`config.mk`:
```
export PLATFORM = sky130hd
export DESIGN_NAME = nimh_charge_sequencer
export DESIGN_NICKNAME = d
export VERILOG_FILES = /design/src/rtl/chg_seq_pkg.sv /design/src/rtl/chg_seq_dp.sv /design/src/rtl/chg_seq_ctrl.sv /design/src/rtl/nimh_charge_sequencer.sv
export SDC_FILE = /design/constraint.sdc
export NUM_CORES = 1
export LEC_CHECK = 0
export CAP_MARGIN = 5
export CORE_MARGIN = 3
export CORE_UTILIZATION = 25
export CTS_CLUSTER_DIAMETER = 150
export DETAILED_ROUTE_END_ITERATION = 10
export PLACE_DENSITY = 0.44
export SLEW_MARGIN = 20
export SYNTH_ARGS = -nofsm -noshare
export SYNTH_HDL_FRONTEND = slang
export SYNTH_SLANG_ARGS = --single-unit
```
`constraint.sdc`:
```
create_clock -name clk -period 3.8 [get_ports clk]
set_input_delay 0.38 -clock clk [delete_from_list [all_inputs] [get_ports clk]]
set_output_delay 0.38 -clock clk [all_outputs]
set_load 0.1 [all_outputs]
```
`src/rtl/chg_seq_pkg.sv`:
```
`timescale 1ns/1ps
package chg_seq_pkg;

  typedef enum logic [2:0] {
    ST_PEND = 3'd0,
    ST_FAST = 3'd1,
    ST_TOP  = 3'd2,
    ST_TRKL = 3'd3,
    ST_LPWR = 3'd4
  } chgState_t;

  typedef enum logic [1:0] {
    LIM_DLY  = 2'd0,
    LIM_FAST = 2'd1,
    LIM_TOP  = 2'd2
  } limSel_t;

  typedef struct packed {
    logic    tmrClear;
    logic    tmrRun;
    limSel_t limSel;
    logic    modeLatch;
  } seqStrobe_t;

  localparam logic [1:0] MODE_LOW  = 2'b00;
  localparam logic [1:0] MODE_MID  = 2'b01;
  localparam logic [1:0] MODE_HIGH = 2'b10;

endpackage

```
`src/rtl/chg_seq_dp.sv`:
```
`timescale 1ns/1ps
module chg_seq_dp
  import chg_seq_pkg::*;
#(
  parameter int TMR_W         = 24,
  parameter int FAST_LIM_LOW  = 4800000,
  parameter int FAST_LIM_MID  = 9600000,
  parameter int FAST_LIM_HIGH = 2400000,
  parameter int TOP_LIM_LOW   = 4800000,
  parameter int TOP_LIM_MID   = 9600000,
  parameter int TOP_LIM_HIGH  = 2400000,
  parameter int TRKL_W_LOW    = 37,
  parameter int TRKL_W_MID    = 73,
  parameter int TRKL_W_HIGH   = 18,
  parameter int TOP_ON        = 73,
  parameter int PULSE_PERIOD  = 1170,
  parameter int START_DLY     = 500,
  parameter logic [2:0] TOPOFF_MASK = 3'b001
) (
  input  logic       clk,
  input  logic       rstN,
  input  logic       msTick,
  input  logic [1:0] modeIn,
  input  seqStrobe_t strb,
  output logic       tmrDone,
  output logic       trickleOn,
  output logic       topoffOn,
  output logic       modeIsHigh,
  output logic       topoffEn
);

  localparam int NMODE = 4;
  localparam int PH_W  = $clog2(PULSE_PERIOD);
  localparam logic [3:0] TOP_MASK4 = {TOPOFF_MASK[1], TOPOFF_MASK};

  logic [1:0]       modeReg;
  logic [PH_W-1:0]  phase;
  logic [TMR_W-1:0] tmrCnt;
  logic [TMR_W-1:0] curLim;

  logic [TMR_W-1:0] fastLim [NMODE];
  logic [TMR_W-1:0] topLim  [NMODE];
  logic [PH_W-1:0]  trklW   [NMODE];

  // per-mode limit tables; index 3 mirrors mid
  generate
    for (genvar m = 0; m < NMODE; m++) begin : g_mode
      localparam int FL = (m == 0) ? FAST_LIM_LOW : (m == 2) ? FAST_LIM_HIGH : FAST_LIM_MID;
      localparam int TL = (m == 0) ? TOP_LIM_LOW  : (m == 2) ? TOP_LIM_HIGH  : TOP_LIM_MID;
      localparam int TW = (m == 0) ? TRKL_W_LOW   : (m == 2) ? TRKL_W_HIGH   : TRKL_W_MID;
      assign fastLim[m] = TMR_W'(FL);
      assign topLim[m]  = TMR_W'(TL);
      assign trklW[m]   = PH_W'(TW);
    end
  endgenerate

  // mode captured at cycle qualification
  always_ff @(posedge clk) begin
    if (!rstN) begin
      modeReg <= MODE_MID;
    end else if (strb.modeLatch) begin
      modeReg <= (modeIn == 2'b11) ? MODE_MID : modeIn;
    end
  end

  // free-running pulse phase
  always_ff @(posedge clk) begin
    if (!rstN) begin
      phase <= '0;
    end else if (msTick) begin
      phase <= (phase == PH_W'(PULSE_PERIOD - 1)) ? '0 : phase + 1'b1;
    end
  end

  // safety / start-up timer
  always_ff @(posedge clk) begin
    if (!rstN) begin
      tmrCnt <= '0;
    end else if (strb.tmrClear) begin
      tmrCnt <= '0;
    end else if (strb.tmrRun && msTick && (tmrCnt != '1)) begin
      tmrCnt <= tmrCnt + 1'b1;
    end
  end

  always_comb begin
    case (strb.limSel)
      LIM_DLY: curLim = TMR_W'(START_DLY);
      LIM_TOP: curLim = topLim[modeReg];
      default: curLim = fastLim[modeReg];
    endcase
  end

  assign tmrDone    = (tmrCnt >= curLim);
  assign trickleOn  = (phase < trklW[modeReg]);
  assign topoffOn   = (phase < PH_W'(TOP_ON));
  assign modeIsHigh = (modeReg == MODE_HIGH);
  assign topoffEn   = TOP_MASK4[modeReg];

endmodule

```
`src/rtl/chg_seq_ctrl.sv`:
```
`timescale 1ns/1ps
module chg_seq_ctrl
  import chg_seq_pkg::*;
(
  input  logic       clk,
  input  logic       rstN,
  input  logic       batAboveMax,
  input  logic       batBelowLow,
  input  logic       batAbovePd,
  input  logic       tsBelowHtf,
  input  logic       tsBelowTco,
  input  logic       inhibit,
  input  logic       pvdFlag,
  input  logic       ndvFlag,
  input  logic       tmrDone,
  input  logic       trickleOn,
  input  logic       topoffOn,
  input  logic       modeIsHigh,
  input  logic       topoffEn,
  output seqStrobe_t strb,
  output logic       ccPullLow,
  output logic       ledPullLow,
  output chgState_t  curState
);

  chgState_t state, nxt;
  logic maxPrev;
  logic needDelay;
  logic ledReg;
  logic maxFall;
  logic slopeHit;
  logic delayOk;
  logic chargeOn;
  chgState_t afterFast;

  assign maxFall   = maxPrev && !batAboveMax;
  assign slopeHit  = modeIsHigh ? ndvFlag : pvdFlag;
  assign delayOk   = !needDelay || tmrDone;
  assign afterFast = topoffEn ? ST_TOP : ST_TRKL;

  always_comb begin
    nxt = state;
    if (batAbovePd) begin
      nxt = ST_LPWR;
    end else begin
      case (state)
        ST_PEND: begin
          if (delayOk) begin
            if (batAboveMax || batBelowLow || tsBelowHtf) nxt = ST_TRKL;
            else                                          nxt = ST_FAST;
          end
        end
        ST_FAST: begin
          if (tsBelowTco)                                       nxt = afterFast;
          else if (!inhibit && (batAboveMax || tmrDone || slopeHit)) nxt = afterFast;
        end
        ST_TOP: begin
          if (tsBelowTco)                              nxt = ST_TRKL;
          else if (!inhibit && (batAboveMax || tmrDone)) nxt = ST_TRKL;
        end
        ST_TRKL: begin
          if (maxFall) nxt = ST_PEND;
        end
        ST_LPWR: nxt = ST_TRKL;
        default: nxt = ST_PEND;
      endcase
    end
  end

  always_ff @(posedge clk) begin
    if (!rstN) begin
      state     <= ST_PEND;
      maxPrev   <= 1'b0;
      needDelay <= 1'b0;
      ledReg    <= 1'b0;
    end else begin
      state   <= nxt;
      maxPrev <= batAboveMax;
      if (state == ST_TRKL && nxt == ST_PEND) needDelay <= 1'b1;
      if (nxt == ST_LPWR)  ledReg <= 1'b0;
      else if (!inhibit)   ledReg <= (nxt == ST_FAST);
    end
  end

  always_comb begin
    strb.tmrClear  = (state != nxt);
    strb.tmrRun    = (state == ST_PEND) ||
                     (((state == ST_FAST) || (state == ST_TOP)) && !inhibit);
    strb.limSel    = (state == ST_PEND) ? LIM_DLY :
                     (state == ST_TOP)  ? LIM_TOP : LIM_FAST;
    strb.modeLatch = (state == ST_PEND) && (nxt != ST_PEND) && (nxt != ST_LPWR);
  end

  always_comb begin
    case (state)
      ST_FAST: chargeOn = inhibit ? trickleOn : 1'b1;
      ST_TOP:  chargeOn = inhibit ? trickleOn : topoffOn;
      ST_TRKL: chargeOn = trickleOn;
      default: chargeOn = 1'b0;
    endcase
  end

  assign ccPullLow  = (state == ST_LPWR) ? 1'b0 : !chargeOn;
  assign ledPullLow = ledReg;
  assign curState   = state;

endmodule

```
`src/rtl/nimh_charge_sequencer.sv`:
```
`timescale 1ns/1ps
module nimh_charge_sequencer
  import chg_seq_pkg::*;
#(
  parameter int TMR_W         = 24,
  parameter int FAST_LIM_LOW  = 4800000,
  parameter int FAST_LIM_MID  = 9600000,
  parameter int FAST_LIM_HIGH = 2400000,
  parameter int TOP_LIM_LOW   = 4800000,
  parameter int TOP_LIM_MID   = 9600000,
  parameter int TOP_LIM_HIGH  = 2400000,
  parameter int TRKL_W_LOW    = 37,
  parameter int TRKL_W_MID    = 73,
  parameter int TRKL_W_HIGH   = 18,
  parameter int TOP_ON        = 73,
  parameter int PULSE_PERIOD  = 1170,
  parameter int START_DLY     = 500,
  parameter logic [2:0] TOPOFF_MASK = 3'b001
) (
  input  logic       clk,
  input  logic       rstN,
  input  logic       msTick,
  input  logic [1:0] modeIn,
  input  logic       batAboveMax,
  input  logic       batBelowLow,
  input  logic       batAbovePd,
  input  logic       tsBelowHtf,
  input  logic       tsBelowTco,
  input  logic       inhibit,
  input  logic       pvdFlag,
  input  logic       ndvFlag,
  output logic       ccPullLow,
  output logic       ledPullLow
);

  seqStrobe_t strb;
  chgState_t  curState;
  logic tmrDone, trickleOn, topoffOn, modeIsHigh, topoffEn;

  chg_seq_dp #(
    .TMR_W(TMR_W),
    .FAST_LIM_LOW(FAST_LIM_LOW), .FAST_LIM_MID(FAST_LIM_MID), .FAST_LIM_HIGH(FAST_LIM_HIGH),
    .TOP_LIM_LOW(TOP_LIM_LOW),   .TOP_LIM_MID(TOP_LIM_MID),   .TOP_LIM_HIGH(TOP_LIM_HIGH),
    .TRKL_W_LOW(TRKL_W_LOW),     .TRKL_W_MID(TRKL_W_MID),     .TRKL_W_HIGH(TRKL_W_HIGH),
    .TOP_ON(TOP_ON), .PULSE_PERIOD(PULSE_PERIOD), .START_DLY(START_DLY),
    .TOPOFF_MASK(TOPOFF_MASK)
  ) u_dp (
    .clk(clk), .rstN(rstN), .msTick(msTick), .modeIn(modeIn), .strb(strb),
    .tmrDone(tmrDone), .trickleOn(trickleOn), .topoffOn(topoffOn),
    .modeIsHigh(modeIsHigh), .topoffEn(topoffEn)
  );

  chg_seq_ctrl u_ctrl (
    .clk(clk), .rstN(rstN),
    .batAboveMax(batAboveMax), .batBelowLow(batBelowLow), .batAbovePd(batAbovePd),
    .tsBelowHtf(tsBelowHtf), .tsBelowTco(tsBelowTco), .inhibit(inhibit),
    .pvdFlag(pvdFlag), .ndvFlag(ndvFlag),
    .tmrDone(tmrDone), .trickleOn(trickleOn), .topoffOn(topoffOn),
    .modeIsHigh(modeIsHigh), .topoffEn(topoffEn),
    .strb(strb), .ccPullLow(ccPullLow), .ledPullLow(ledPullLow), .curState(curState)
  );

endmodule

```
==> results <==
- The number of search-and-repair iterations in the first detailed-routing pass is 4.
- The weighted congestion at the end of routability-driven global placement is 0.801.
- In this run the standard cell core region covers 11500 um^2.
- The kind of capture point of the worst setup path is a register.
- TritonCTS built the clock tree.
- The number of nets in the layout is 414.
- After detailed routing, the number of remaining DRC violations is 0.
- The antenna diode count is 0.
- The number of buffers added to fix hold violations after cts is 0.
- Summed over all layers, the routed wires come to 7120 um.
- At the worst endpoint, the required time is 4020 ps.
- For the final database, setup skew stands at 4.71 ps.
- The average size of a mapped cell is 8.33 um^2.
- From synthesis to final layout, the design area changed by 19.0%.
- The final number of hold-violating endpoints is 0.
- The highest attainable clock frequency is 279 MHz.
- Port buffering added 14 buffers.
- The post-synthesis instance total is 354.
- The number of I/O pins is 15.
- The cell area after technology mapping is 2950 um^2.
- CTS placed an instance of sky130_fd_sc_hd__clkbuf_16 at the clock tree root.
- Counting the fill cells in the layout gives 1210.
- Global routing used 18.9% of the available met2 tracks.
- Global routing consumed, on the met1 layer, 15.8% of the routing resources.
- The total grt overflow is 0.
- The total half-perimeter wirelength after legalization and detailed placement is 5500 um.
- Setup violations remaining at the end of the flow were counted as 0.
- The worst slew slack as a fraction of its limit is 34.5%.
- The number of global-route vias before repair is 2510.
- The post-synthesis net count is 396.
- The power density over the cells is 353 nW/um^2.
- The min-delay analysis places its worst path in the category register to register.
- The run finished with clean final reports.
- The routed design could run at a clock period as short as 3590 ps.
- The vertical die dimension is 115 um.
- The most used flip-flop cell after synthesis is sky130_fd_sc_hd__dfxtp_1.
- The detailed router finished its first iteration with 78 violations.
- The sort of element at the start of the critical path is a register.
- The number of pins with negative max-slew slack in the final report is 0.
- VDD sags by at most 0.000172 V.
- The final worst-path cycle share is 94.4%.
- The detailed-route wire length per cell is 13.8 um.
- In the routed layout, each cell is associated on average with a via count of 4.92.
- Once detail routing completed, the nets flagged for antenna violations numbered 0.
- The worst setup slack after placement is 94.3 ps.
- The sequential cell area fraction in the yosys report is 29.2%.
- The number of sinks handled by clock tree synthesis is 43.
- Entering global routing, the biggest net connects 25 pins.
- For the pin with the worst max-slew slack, the measured transition is 979 ps.
- In this run the number of H-tree levels came out at 2.
- Setup slack on the worst reg-to-reg path comes out at 210 ps.
- Counting flops with an async set or reset pin after synthesis yields a share of 0%.
- For this run, the number of Yosys warnings is 0.
- After floorplanning, the core was divided into 39 placement rows.
- The clock passes through at most 2 buffers.
- From left edge to right edge, the die measures 115 um.
- The number of clock buffers added by TritonCTS is 5.
- The count of flip-flops with a built-in enable after synthesis is 0.
- The clock input transition at the sequential cells of the worst setup and hold paths is 60 ps.
- The initial antenna violation count is 0.
- The worst endpoint data arrival time is 3800 ps.
- The category of the most critical setup path is register to register.
- Along the worst path, the maximum fanout reaches 24.
- After routing, the total negative slack on setup checks comes to 0 ps.
- In this run, synthesis produced a sequential element count of 43.
- Across the run, the number of max-cap violations was 0.
- The routed layout has 2537 vias.
- Clock latency on the worst-skew pair, taken at its later pin, is 280 ps.
- The layer flagged by global routing as most heavily used is met2.
- The first-pass GRT wire length is 12300 um.
- The layout cell share with drive strength beyond 1 is 12.6%.
- Once the floorplan was initialized, standard cells occupied 25.7% of the core.
- The final worst-path setup slack is 213 ps.
- The count of distinct cell types in the synthesized netlist is 56.
- Summed over all cells, the static leakage comes to 1.27 nW.
- Global routing consumed, on the met3 layer, 1.74% of the routing resources.
- Global routing used 11.4% of the available tracks.
- The die covers 13100 um^2.
layer usage:
layer  share of wire (%)  wire length (um)
met5                   0                 0
met4                0.88                63
met3                 2.6               183
met2                  45              3210
met1                  51              3660
where the power goes:
part / internal [W] / switching [W]
Sequential: 0.000458 / 0.0000104
Clock: 0.000377 / 0.000174
Combinational: 0.0000895 / 0.000129
cell families (layout without fill, tap and decap cells):
| family | count (synthesis) | in the layout | synth area share (%) |
|---|---|---|---|
| AO/OA/AOI/OAI | 64 | 64 | 15.6 |
| XOR/XNOR | 33 | 33 | 9.80 |
| adder cells (fa/ha/maj) | 30 | 30 | 12.6 |
| buffers and inverters | 28 | 47 | 4.20 |
| flip-flops | 43 | 43 | 29.2 |
| multiplexers | 2 | 2 | 0.679 |
| AND/OR/NAND/NOR | 154 | 154 | 27.9 |
worst paths after layout:
path                       from           endpoint  cells after the start
max          u_ctrl.curState[0]    u_dp.tmrCnt[12]                     13
min           u_ctrl.ledPullLow  u_ctrl.ledPullLow                      2
max reg2reg  u_ctrl.curState[0]    u_dp.tmrCnt[12]                     13
min reg2reg   u_ctrl.ledPullLow  u_ctrl.ledPullLow                      2
cell type report:
cell class                      count  area [um^2]  share of cell area, %
Clock buffer                        6          129                   3.67
Multi-Input combinational cell    283         2010                   57.2
Timing Repair Buffer               22          210                   5.99
Sequential cell                    43          861                   24.5
Inverter                           17         63.8                   1.82
Tap cell                          143          179                   5.10
Clock inverter                      2         60.1                   1.71
per-stage QoR:
step,cell area (um^2),utilization [%],hold WS [ps],power (W),std cells
6_report,3510,30.6,471,0.00124,516
5_1_grt,3510,30.6,509,0.00130,516
4_1_cts,3470,30.3,473,0.00125,516
3_5_place_dp,3290,28.7,456,0.000692,508
3_3_place_gp,3290,28.7,459,0.000692,508
2_1_floorplan,2960,-,449,0.000627,354
cell usage after synthesis (8+ instances only):
master                     count  area share [%]
sky130_fd_sc_hd__clkbuf_1      8             1.0
sky130_fd_sc_hd__nor2_2       19             4.0
sky130_fd_sc_hd__xor2_1       13             3.9
sky130_fd_sc_hd__inv_1        17             2.2
sky130_fd_sc_hd__nor2_1       33             4.2
sky130_fd_sc_hd__a21oi_1      16             2.7
sky130_fd_sc_hd__xnor2_1      20             5.9
sky130_fd_sc_hd__dfxtp_1      43              29
sky130_fd_sc_hd__nand2_1      24             3.1
sky130_fd_sc_hd__nand3_1      14             2.4
sky130_fd_sc_hd__ha_1         29              12
sky130_fd_sc_hd__nand4_1       9             1.9
sky130_fd_sc_hd__o21ai_0       9             1.5
sky130_fd_sc_hd__nor3_1       14             2.4
flip-flops by register name, indices dropped and copies added, names as in the netlist:
name               flops
u_ctrl.needDelay       1
u_dp.tmrCnt           24
u_ctrl.maxPrev         1
u_ctrl.ledPullLow      1
u_dp.modeReg           2
u_dp.phase            11
u_ctrl.curState        3
worst max-delay path, stage by stage (launching register included):
cell                       delay (ps)
sky130_fd_sc_hd__dfxtp_1          310
sky130_fd_sc_hd__or3_4            400
sky130_fd_sc_hd__buf_4            160
sky130_fd_sc_hd__nand2_1          100
sky130_fd_sc_hd__ha_1             250
sky130_fd_sc_hd__a21oi_1          220
sky130_fd_sc_hd__o21ai_1          130
sky130_fd_sc_hd__o311a_1          390
sky130_fd_sc_hd__or4_1            460
sky130_fd_sc_hd__a211oi_4         310
sky130_fd_sc_hd__nand3b_1         110
sky130_fd_sc_hd__a221o_1          370
sky130_fd_sc_hd__buf_12           180
sky130_fd_sc_hd__nor2_1           120
cell usage in the layout (no fill, tap or decap), types with 3 or more instances in the layout:
cell type	n
sky130_fd_sc_hd__clkdlybuf4s50_1	13
sky130_fd_sc_hd__a211o_1	5
sky130_fd_sc_hd__nand4_1	9
sky130_fd_sc_hd__and4_1	5
sky130_fd_sc_hd__nor2_2	19
sky130_fd_sc_hd__dfxtp_1	43
sky130_fd_sc_hd__a21oi_1	15
sky130_fd_sc_hd__inv_1	17
sky130_fd_sc_hd__buf_4	8
sky130_fd_sc_hd__or4_1	3
sky130_fd_sc_hd__o21ai_0	8
sky130_fd_sc_hd__clkbuf_16	5
sky130_fd_sc_hd__ha_1	29
sky130_fd_sc_hd__nand3b_1	4
sky130_fd_sc_hd__nand2_1	24
sky130_fd_sc_hd__a211oi_1	4
sky130_fd_sc_hd__nand2b_1	5
sky130_fd_sc_hd__nand3_1	14
sky130_fd_sc_hd__xnor2_1	20
sky130_fd_sc_hd__nor2_1	33
sky130_fd_sc_hd__nor3_1	14
sky130_fd_sc_hd__xor2_1	13
sky130_fd_sc_hd__and2_1	3
sky130_fd_sc_hd__o21a_1	6
sky130_fd_sc_hd__nor2b_1	4
timing repair:
action                     4_1_cts  5_1_grt
gates resized for setup          0        7
buffers inserted                 0        0
setup endpoints to repair        0       26
Note: power is estimated with default switching activity, not from simulation.
